--- src/rtl/hpt_walker_pkg.sv ---
package hpt_walker_pkg;
  typedef enum logic [1:0] {
    ST_OK        = 2'd0,
    ST_NOT_FOUND = 2'd1,
    ST_PERM      = 2'd2
  } walk_status_e;

  localparam logic [63:0] TAG_AVPN_M = 64'h3fff_ffff_ffff_ff80;
  localparam logic [63:0] TAG_SEG_M  = 64'hc000_0000_0000_0000;
  localparam logic [63:0] TAG_1T     = 64'h4000_0000_0000_0000;
  localparam logic [63:0] RPN_M      = 64'h0fff_ffff_ffff_f000;

  function automatic logic [4:0] pg_shift(input logic [1:0] code);
    case (code)
      2'd0:    pg_shift = 5'd12;
      2'd1:    pg_shift = 5'd16;
      default: pg_shift = 5'd24;
    endcase
  endfunction
endpackage

--- src/rtl/hpt_group_addr.sv ---
module hpt_group_addr #(
  parameter int HASH_W = 39
) (
  input  logic [63:0] hash_i,
  input  logic        sec_i,
  input  logic [63:0] tbl_cfg_i,
  output logic [63:0] grp_addr_o
);
  localparam logic [63:0] HASH_M = (64'd1 << HASH_W) - 64'd1;

  logic [63:0] h, size_m;

  always_comb begin
    h          = sec_i ? ~hash_i : hash_i;
    size_m     = (64'd1 << ({1'b0, tbl_cfg_i[4:0]} + 6'd11)) - 64'd1;
    grp_addr_o = (((h & HASH_M) & size_m) << 7) | (tbl_cfg_i & ~64'h3_ffff);
  end
endmodule

--- src/rtl/hpt_entry_match.sv ---
module hpt_entry_match
  import hpt_walker_pkg::*;
#(
  parameter int VSID_W = 52
) (
  input  logic [VSID_W-1:0] vsid_i,
  input  logic [63:0]       ea_i,
  input  logic              seg_1t_i,
  input  logic [1:0]        psize_i,
  input  logic              sec_i,
  input  logic [63:0]       dw0_i,
  input  logic [63:0]       dw1_i,
  output logic              tag_hit_o,
  output logic              size_ok_o
);
  logic [4:0]  ps;
  logic [5:0]  sh;
  logic [63:0] off_m, avpn, exp_w, cmp_m;

  always_comb begin
    ps    = pg_shift(psize_i);
    sh    = seg_1t_i ? 6'd40 : 6'd28;
    off_m = (64'd1 << sh) - 64'd1;
    avpn  = ((ea_i & off_m) >> ps) | (64'(vsid_i) << (sh - {1'b0, ps}));
    case (psize_i)
      2'd0:    avpn = avpn >> 4;
      2'd1:    avpn = avpn;
      default: avpn = avpn << 8;
    endcase
    exp_w = (avpn & TAG_AVPN_M) | (seg_1t_i ? TAG_1T : 64'd0)
          | {61'd0, psize_i != 2'd0, sec_i, 1'b1};
    cmp_m = TAG_SEG_M | TAG_AVPN_M | 64'h7;
    tag_hit_o = (dw0_i & cmp_m) == exp_w;
    case (psize_i)
      2'd0:    size_ok_o = 1'b1;
      2'd1:    size_ok_o = dw1_i[15:12] == 4'h1;
      default: size_ok_o = dw1_i[19:12] == 8'h00;
    endcase
  end
endmodule

--- src/rtl/hpt_rights.sv ---
module hpt_rights
  import hpt_walker_pkg::*;
(
  input  logic [63:0] dw1_i,
  input  logic [63:0] ea_i,
  input  logic [1:0]  psize_i,
  input  logic        prob_i,
  input  logic        ks_i,
  input  logic        kp_i,
  output logic        may_read_o,
  output logic        may_write_o,
  output logic        may_exec_o,
  output logic [63:0] raddr_o
);
  logic        key;
  logic [3:0]  code;
  logic [63:0] off_m;

  always_comb begin
    key         = (prob_i & kp_i) | (~prob_i & ks_i);
    code        = {dw1_i[63], key, dw1_i[1:0]};
    may_read_o  = 1'b0;
    may_write_o = 1'b0;
    case (code)
      4'd0, 4'd1, 4'd2, 4'd6: begin may_read_o = 1'b1; may_write_o = 1'b1; end
      4'd3, 4'd5, 4'd7, 4'd10: may_read_o = 1'b1;
      default: ;
    endcase
    may_exec_o = ~dw1_i[2];
    off_m      = (64'd1 << pg_shift(psize_i)) - 64'd1;
    raddr_o    = (dw1_i & RPN_M & ~off_m) | (ea_i & off_m);
  end
endmodule

--- src/rtl/hpt_walker.sv ---
module hpt_walker
  import hpt_walker_pkg::*;
#(
  parameter int VSID_W  = 52,
  parameter int HASH_W  = 39,
  parameter int NUM_ENT = 8
) (
  input  logic              clk_i,
  input  logic              rst_ni,
  input  logic              start_i,
  input  logic [VSID_W-1:0] seg_vsid_i,
  input  logic              seg_1t_i,
  input  logic [1:0]        seg_psize_i,
  input  logic              seg_ks_i,
  input  logic              seg_kp_i,
  input  logic [63:0]       ea_i,
  input  logic [63:0]       hash_i,
  input  logic [63:0]       tbl_cfg_i,
  input  logic              prob_i,
  input  logic              write_i,
  output logic              busy_o,
  output logic              done_o,
  output logic [1:0]        status_o,
  output logic [63:0]       raddr_o,
  output logic              may_read_o,
  output logic              may_write_o,
  output logic              may_exec_o,
  output logic              rd_req_o,
  output logic [63:0]       rd_addr_o,
  input  logic              rd_ack_i,
  input  logic [63:0]       rd_data_i,
  output logic              wr_req_o,
  output logic [63:0]       wr_addr_o,
  output logic [7:0]        wr_byte_o,
  input  logic              wr_ack_i
);
  localparam int IDX_W = (NUM_ENT > 1) ? $clog2(NUM_ENT) : 1;
  localparam logic [IDX_W-1:0] LAST_IDX = IDX_W'(NUM_ENT - 1);

  typedef enum logic [2:0] {S_IDLE, S_RD0, S_RD1, S_EVAL, S_WR, S_WC, S_FIN} walk_state_e;

  walk_state_e       state_q;
  logic [VSID_W-1:0] vsid_q;
  logic              t1_q, ks_q, kp_q, pr_q, wr_q, sec_q, nf_q;
  logic [1:0]        ps_q;
  logic [63:0]       ea_q, hash_q, cfg_q, dw1_q;
  logic [IDX_W-1:0]  idx_q;
  logic [63:0]       grp_addr, ent_addr;
  logic              tag_hit, size_ok, need_r, need_c;

  hpt_group_addr #(.HASH_W(HASH_W)) u_grp (
    .hash_i(hash_q), .sec_i(sec_q), .tbl_cfg_i(cfg_q), .grp_addr_o(grp_addr)
  );

  hpt_entry_match #(.VSID_W(VSID_W)) u_match (
    .vsid_i(vsid_q), .ea_i(ea_q), .seg_1t_i(t1_q), .psize_i(ps_q), .sec_i(sec_q),
    .dw0_i(rd_data_i), .dw1_i(rd_data_i), .tag_hit_o(tag_hit), .size_ok_o(size_ok)
  );

  hpt_rights u_rights (
    .dw1_i(dw1_q), .ea_i(ea_q), .psize_i(ps_q), .prob_i(pr_q), .ks_i(ks_q), .kp_i(kp_q),
    .may_read_o(may_read_o), .may_write_o(may_write_o), .may_exec_o(may_exec_o),
    .raddr_o(raddr_o)
  );

  assign ent_addr  = grp_addr + {{(60-IDX_W){1'b0}}, idx_q, 4'h0};
  assign rd_req_o  = (state_q == S_RD0) || (state_q == S_RD1);
  assign rd_addr_o = ent_addr + ((state_q == S_RD1) ? 64'd8 : 64'd0);
  assign wr_req_o  = (state_q == S_WR) || (state_q == S_WC);
  assign wr_addr_o = ent_addr + ((state_q == S_WC) ? 64'd15 : 64'd14);
  assign wr_byte_o = (state_q == S_WC) ? (dw1_q[7:0] | 8'h80) : (dw1_q[15:8] | 8'h01);
  assign need_r    = may_read_o & ~dw1_q[8];
  assign need_c    = wr_q & may_write_o & ~dw1_q[7];
  assign busy_o    = state_q != S_IDLE;
  assign done_o    = state_q == S_FIN;
  assign status_o  = nf_q ? ST_NOT_FOUND
                   : ((~may_read_o | (wr_q & ~may_write_o)) ? ST_PERM : ST_OK);

  always_ff @(posedge clk_i or negedge rst_ni) begin
    if (!rst_ni) begin
      state_q <= S_IDLE;
      vsid_q  <= '0;
      t1_q    <= 1'b0;
      ks_q    <= 1'b0;
      kp_q    <= 1'b0;
      pr_q    <= 1'b0;
      wr_q    <= 1'b0;
      sec_q   <= 1'b0;
      nf_q    <= 1'b0;
      ps_q    <= '0;
      ea_q    <= '0;
      hash_q  <= '0;
      cfg_q   <= '0;
      dw1_q   <= '0;
      idx_q   <= '0;
    end else begin
      case (state_q)
        S_IDLE: if (start_i) begin
          vsid_q  <= seg_vsid_i;
          t1_q    <= seg_1t_i;
          ps_q    <= seg_psize_i;
          ks_q    <= seg_ks_i;
          kp_q    <= seg_kp_i;
          ea_q    <= ea_i;
          hash_q  <= hash_i;
          cfg_q   <= tbl_cfg_i;
          pr_q    <= prob_i;
          wr_q    <= write_i;
          sec_q   <= 1'b0;
          nf_q    <= 1'b0;
          idx_q   <= '0;
          state_q <= S_RD0;
        end
        S_RD0, S_RD1: if (rd_ack_i) begin
          if (state_q == S_RD1) dw1_q <= rd_data_i;
          if (state_q == S_RD0 && tag_hit) begin
            state_q <= S_RD1;
          end else if (state_q == S_RD1 && size_ok) begin
            state_q <= S_EVAL;
          end else if (idx_q != LAST_IDX) begin
            idx_q   <= idx_q + 1'b1;
            state_q <= S_RD0;
          end else if (!sec_q) begin
            sec_q   <= 1'b1;
            idx_q   <= '0;
            state_q <= S_RD0;
          end else begin
            nf_q    <= 1'b1;
            state_q <= S_FIN;
          end
        end
        S_EVAL: state_q <= need_r ? S_WR : (need_c ? S_WC : S_FIN);
        S_WR: if (wr_ack_i) begin
          dw1_q[8] <= 1'b1;
          state_q  <= need_c ? S_WC : S_FIN;
        end
        S_WC: if (wr_ack_i) begin
          dw1_q[7] <= 1'b1;
          state_q  <= S_FIN;
        end
        default: state_q <= S_IDLE;
      endcase
    end
  end

  AST_ONE_PORT: assert property (@(posedge clk_i) disable iff (!rst_ni)
    !(rd_req_o && wr_req_o));
  AST_RD_HOLD: assert property (@(posedge clk_i) disable iff (!rst_ni)
    rd_req_o && !rd_ack_i |=> rd_req_o && $stable(rd_addr_o));
  AST_DONE_IN_BUSY: assert property (@(posedge clk_i) disable iff (!rst_ni)
    done_o |-> busy_o);
  AST_WR_BYTE_POS: assert property (@(posedge clk_i) disable iff (!rst_ni)
    wr_req_o |-> (wr_addr_o[3:0] == 4'he || wr_addr_o[3:0] == 4'hf));
  AST_C_ON_WRITABLE: assert property (@(posedge clk_i) disable iff (!rst_ni)
    wr_req_o && wr_addr_o[3:0] == 4'hf |-> may_write_o);
  AST_WRITE_IMPLIES_READ: assert property (@(posedge clk_i) disable iff (!rst_ni)
    may_write_o |-> may_read_o);
  AST_RD_ALIGN: assert property (@(posedge clk_i) disable iff (!rst_ni)
    rd_req_o |-> rd_addr_o[2:0] == 3'd0);
endmodule

--- config.mk ---
export PLATFORM = sky130hd
export DESIGN_NAME = hpt_walker
export DESIGN_NICKNAME = d
export VERILOG_FILES = /design/src/rtl/hpt_walker_pkg.sv /design/src/rtl/hpt_group_addr.sv /design/src/rtl/hpt_entry_match.sv /design/src/rtl/hpt_rights.sv /design/src/rtl/hpt_walker.sv
export SDC_FILE = /design/constraint.sdc
export NUM_CORES = 1
export LEC_CHECK = 0
export ABC_AREA = 1
export BUFFER_PORTS_ARGS = -buffer_cell sky130_fd_sc_hd__buf_2
export CAP_MARGIN = 5
export CORE_AREA = 2 2 207 209
export DETAILED_ROUTE_END_ITERATION = 10
export DIE_AREA = 0 0 209 211
export MAX_ROUTING_LAYER = met4
export PLACE_DENSITY = 0.67
export REMOVE_ABC_BUFFERS = 1
export SKIP_CTS_REPAIR_TIMING = 1
export SLEW_MARGIN = 30
export SYNTH_ARGS = -nofsm -noshare
export SYNTH_HDL_FRONTEND = slang
export SYNTH_SLANG_ARGS = --single-unit
--- constraint.sdc ---
create_clock -name clk_i -period 4.21 [get_ports clk_i]
set_clock_uncertainty 0.15 [all_clocks]
set_input_delay 0.421 -clock clk_i [delete_from_list [all_inputs] [get_ports clk_i]]
set_output_delay 0.421 -clock clk_i [all_outputs]
set_load 0.005 [all_outputs]
==> out/results.tsv <==
stage	metric	value	unit
setup_path	FF-to-FF Start	ps_q[1]$_DFFE_PN0P_	
die	Die Y-Extent	211	um
clock_network	CTS H-tree depth	1	
worst_hold_path	Hold Path Depth	3	
drt	vias per cell	5.30	
global_routing	final global-route overflow total	0	
logic_synthesis	Post-synth EDFFs	0	
worst_hold_path	Hold Startpoint	rd_data_i[40]	
global_routing	number of global-route vias before repair	17411	
timing	final hold slack	-0.0263	ns
setup_path	Worst Setup End Kind	output port	
die	IO Pins	529	
clock_network	Worst-path clk slew	0.06	ns
timing	Slew HR	37.9	%
run	max cap viols	0	
drt	DR vias	19288	
global_routing	initial antenna violation count	7	
timing	RSZ-0062 raised after global routing	false	
die	core area	0.0418	sq mm
placed_design	final RePlAce weighted congestion	0.964	
drt	ANT nets after route	0	
timing	Max Clk Rate	256	MHz
clock_network	Root Driver	clkbuf_16	
pwr	VDD IR max	0.450	mV
final_layout	Layout Cells excl Fill	3642	
die	die area	0.0441	sq mm
drt	First-pass DRT Iterations	6	
clock_network	total CTS buffers	31	
logic_synthesis	Synth Register Bits	258	
global_routing	Tot GR Track Use	29.9	%
timing	Final Max Tran Viols	0	
die	# rows	75	
pwr	power after layout	20.8	mW
logic_synthesis	Mean Syn Cell Area	6.81	sq um
placed_design	Cells after DPL	3372	
placed_design	hpwl dp	50100	um
placed_design	Port Buf Inserts	456	
clock_network	Clock Tree Buf Depth	3	
die	Initial Utilization	41.6	%
timing	Final Cycle Share	93.0	%
run_status	status	complete, but fails checks	
final_layout	utilization after layout	54.6	%
final_layout	P&R area growth vs syn	31.3	%
drt	Total Routed Length	69400	um
logic_synthesis	Synth warnings	0	
worst_hold_path	worst min-delay path category	in -> reg	
worst_hold_path	hold endpoint	dw1_q[40]$_DFFE_PN0P_	
global_routing	first-pass GRT wire length	99000	um
setup_path	Crit Path Max Fanout	36	
setup_path	Required @ worst endpoint	3.64	ns
run_status	violated checks	hold timing	
drt	# DRC	0	
timing	setup TNS	0	ns
final_layout	share of layout cells above drive strength 1	21.7	%
drt	drt initial violations	1665	
setup_path	Worst Setup Path Type	reg -> out	
clock_network	later-pin clock latency in the skew report	0.60	ns
clock_network	CTS tree	done	
timing	Fin. Hold Viols	5	
logic_synthesis	area of the mapped netlist	0.0174	sq mm
clock_network	# clock sinks	258	
logic_synthesis	Async S/R FF share, synth	100	%
final_layout	nets	3395	
logic_synthesis	Seq/Total Area, Yosys	37.2	%
pwr	PD cells	912	mW/mm^2
setup_path	reg2reg end	state_q[0]$_DFFE_PN0P_	
timing	worst-margin pin slew	0.925	ns
logic_synthesis	Synth cell types	42	
global_routing	largest net degree at the start of global routing	96	
setup_path	Worst setup SP type	register	
logic_synthesis	Synth Flop Type	dfrtp_1	
logic_synthesis	Synth Instances	2551	
timing	Tmin final	3.91	ns
drt	Avg WL per Cell	19.0	um
setup_path	R2R setup slack	0.61	ns
die	Die Wd	209	um
pwr	Static Leak	12.1	nW
setup_path	CP Data Arrival Time	3.34	ns
timing	setup violators final	0	
setup_path	R2R cell count	23	
==> cells in the mapped netlist, types with 2 or more instances <==
master    instances  area share [%]
nand2_1         829              18
nand3_1         346              10
inv_1           263             5.7
dfrtp_1         258              37
o21ai_0         230             6.6
nor2_1          117             2.5
clkbuf_1        101             2.2
buf_4            95             4.1
mux2_2           81             5.2
a21oi_1          45             1.3
buf_2            26            0.75
xor2_1           19            0.96
buf_1            15            0.32
nand4_1          14            0.50
xnor2_1          12            0.60
nor3_1            9            0.26
o22ai_1           9            0.32
o221ai_1          7            0.35
ha_1              6            0.43
o21ai_1           6            0.17
a22oi_1           5            0.22
a31oi_1           5            0.18
nand3b_1          5            0.22
buf_6             4            0.26
inv_2             4           0.086
nand2_2           4            0.14
nand2_4           4            0.26
nor4_1            4            0.14
o211ai_1          4            0.17
o31ai_1           4            0.17
or2_2             4            0.14
and2_1            3            0.11
a221oi_1          2            0.10
a41oi_1           2            0.10
conb_1            2           0.043
==> worst max-delay path by stage <==
| stage | start | end | slack (ns) | cells past startpoint |
|---|---|---|---|---|
| floorplan | state_q[1]$_DFFE_PN0P_ | cfg_q[46]$_DFFE_PN0P_ | -6.82 | 4 |
| detailed placement | ps_q[1]$_DFFE_PN0P_ | state_q[0]$_DFFE_PN0P_ | 0.62 | 23 |
| finish | ps_q[1]$_DFFE_PN0P_ | raddr_o[27] | 0.30 | 9 |
| global placement | t1_q$_DFFE_PN0P_ | state_q[0]$_DFFE_PN0P_ | 0.71 | 24 |
| global route | ps_q[1]$_DFFE_PN0P_ | raddr_o[27] | 0.13 | 9 |
| CTS | ps_q[1]$_DFFE_PN0P_ | raddr_o[27] | 0.28 | 9 |
==> critical path: stages, from the launching register on <==
cell and delay [ns]:
dfrtp_1 0.44, inv_2 0.11, buf_4 0.24, nand2_1 0.15
inv_2 0.26, buf_12 0.27, ha_1 0.23, clkinv_1 0.25
o21ai_0 0.54, buf_2 0.22
==> registers in the layout, summed over array words and instances (netlist names) <==
register  flops
cfg_q        51
ps_q          2
nf_q          1
wr_q          1
state_q       3
idx_q         3
vsid_q       52
ks_q          1
dw1_q        61
t1_q          1
pr_q          1
hash_q       39
sec_q         1
ea_q         40
kp_q          1
==> metrics by stage <==
step,setup slack [ns],instance area (sq um)
3_5_place_dp,0.624,19700
6_report,0.296,22800
2_1_floorplan,-6.82,16100
5_1_grt,0.134,22800
4_1_cts,0.284,20800
3_3_place_gp,0.707,19700
==> per-layer routing <==
metal  track usage [%]  vias up  routed length, um
li1                  -     9126                  -
met1              37.2     9052              27500
met2              49.1      915              33100
met3              5.20      195               5510
met4              10.5        0               3270
met5                 -        -                  0
==> area by class of cell <==
type | count | area, sq um
Clock buffer | 42 | 917
Timing Repair Buffer | 715 | 4890
Inverter | 268 | 1010
Sequential cell | 258 | 6460
Clock inverter | 16 | 186
Tap cell | 539 | 674
Multi-Input combinational cell | 1795 | 8660
Antenna cell | 9 | 22.5
Fill cell | 3946 | 18900
==> power by group <==
part           leakage [nW]  internal [mW]  switching (mW)
clock                 0.547           1.71            1.18
combinational          8.43           4.78            8.63
sequential             3.17           3.67           0.828
total                  12.1           10.2            10.6
==> logic make-up (layout without fill, tap and decap cells) <==
logic type	count (synthesis)	in the layout	share of synthesized area, %
other cells	2	22	0.0432
flops	258	258	37.2
xor+xnor	31	31	1.56
compound gates	324	324	9.94
buf+inv	509	1041	13.4
fa+ha+maj	6	6	0.432
mux	81	81	5.25
simple gates	1340	1340	32.2
==> cells in the final DEF (no fill, tap or decap), types with 31 or more instances in the layout <==
cell,count
nand2_1,828
buf_2,455
nand3_1,346
inv_1,263
dfrtp_1,257
o21ai_0,230
dlygate4sd3_1,203
nor2_1,116
mux2_2,81
a21oi_1,45
buf_4,44
clkbuf_16,31
(Power assumes the default switching activity.)
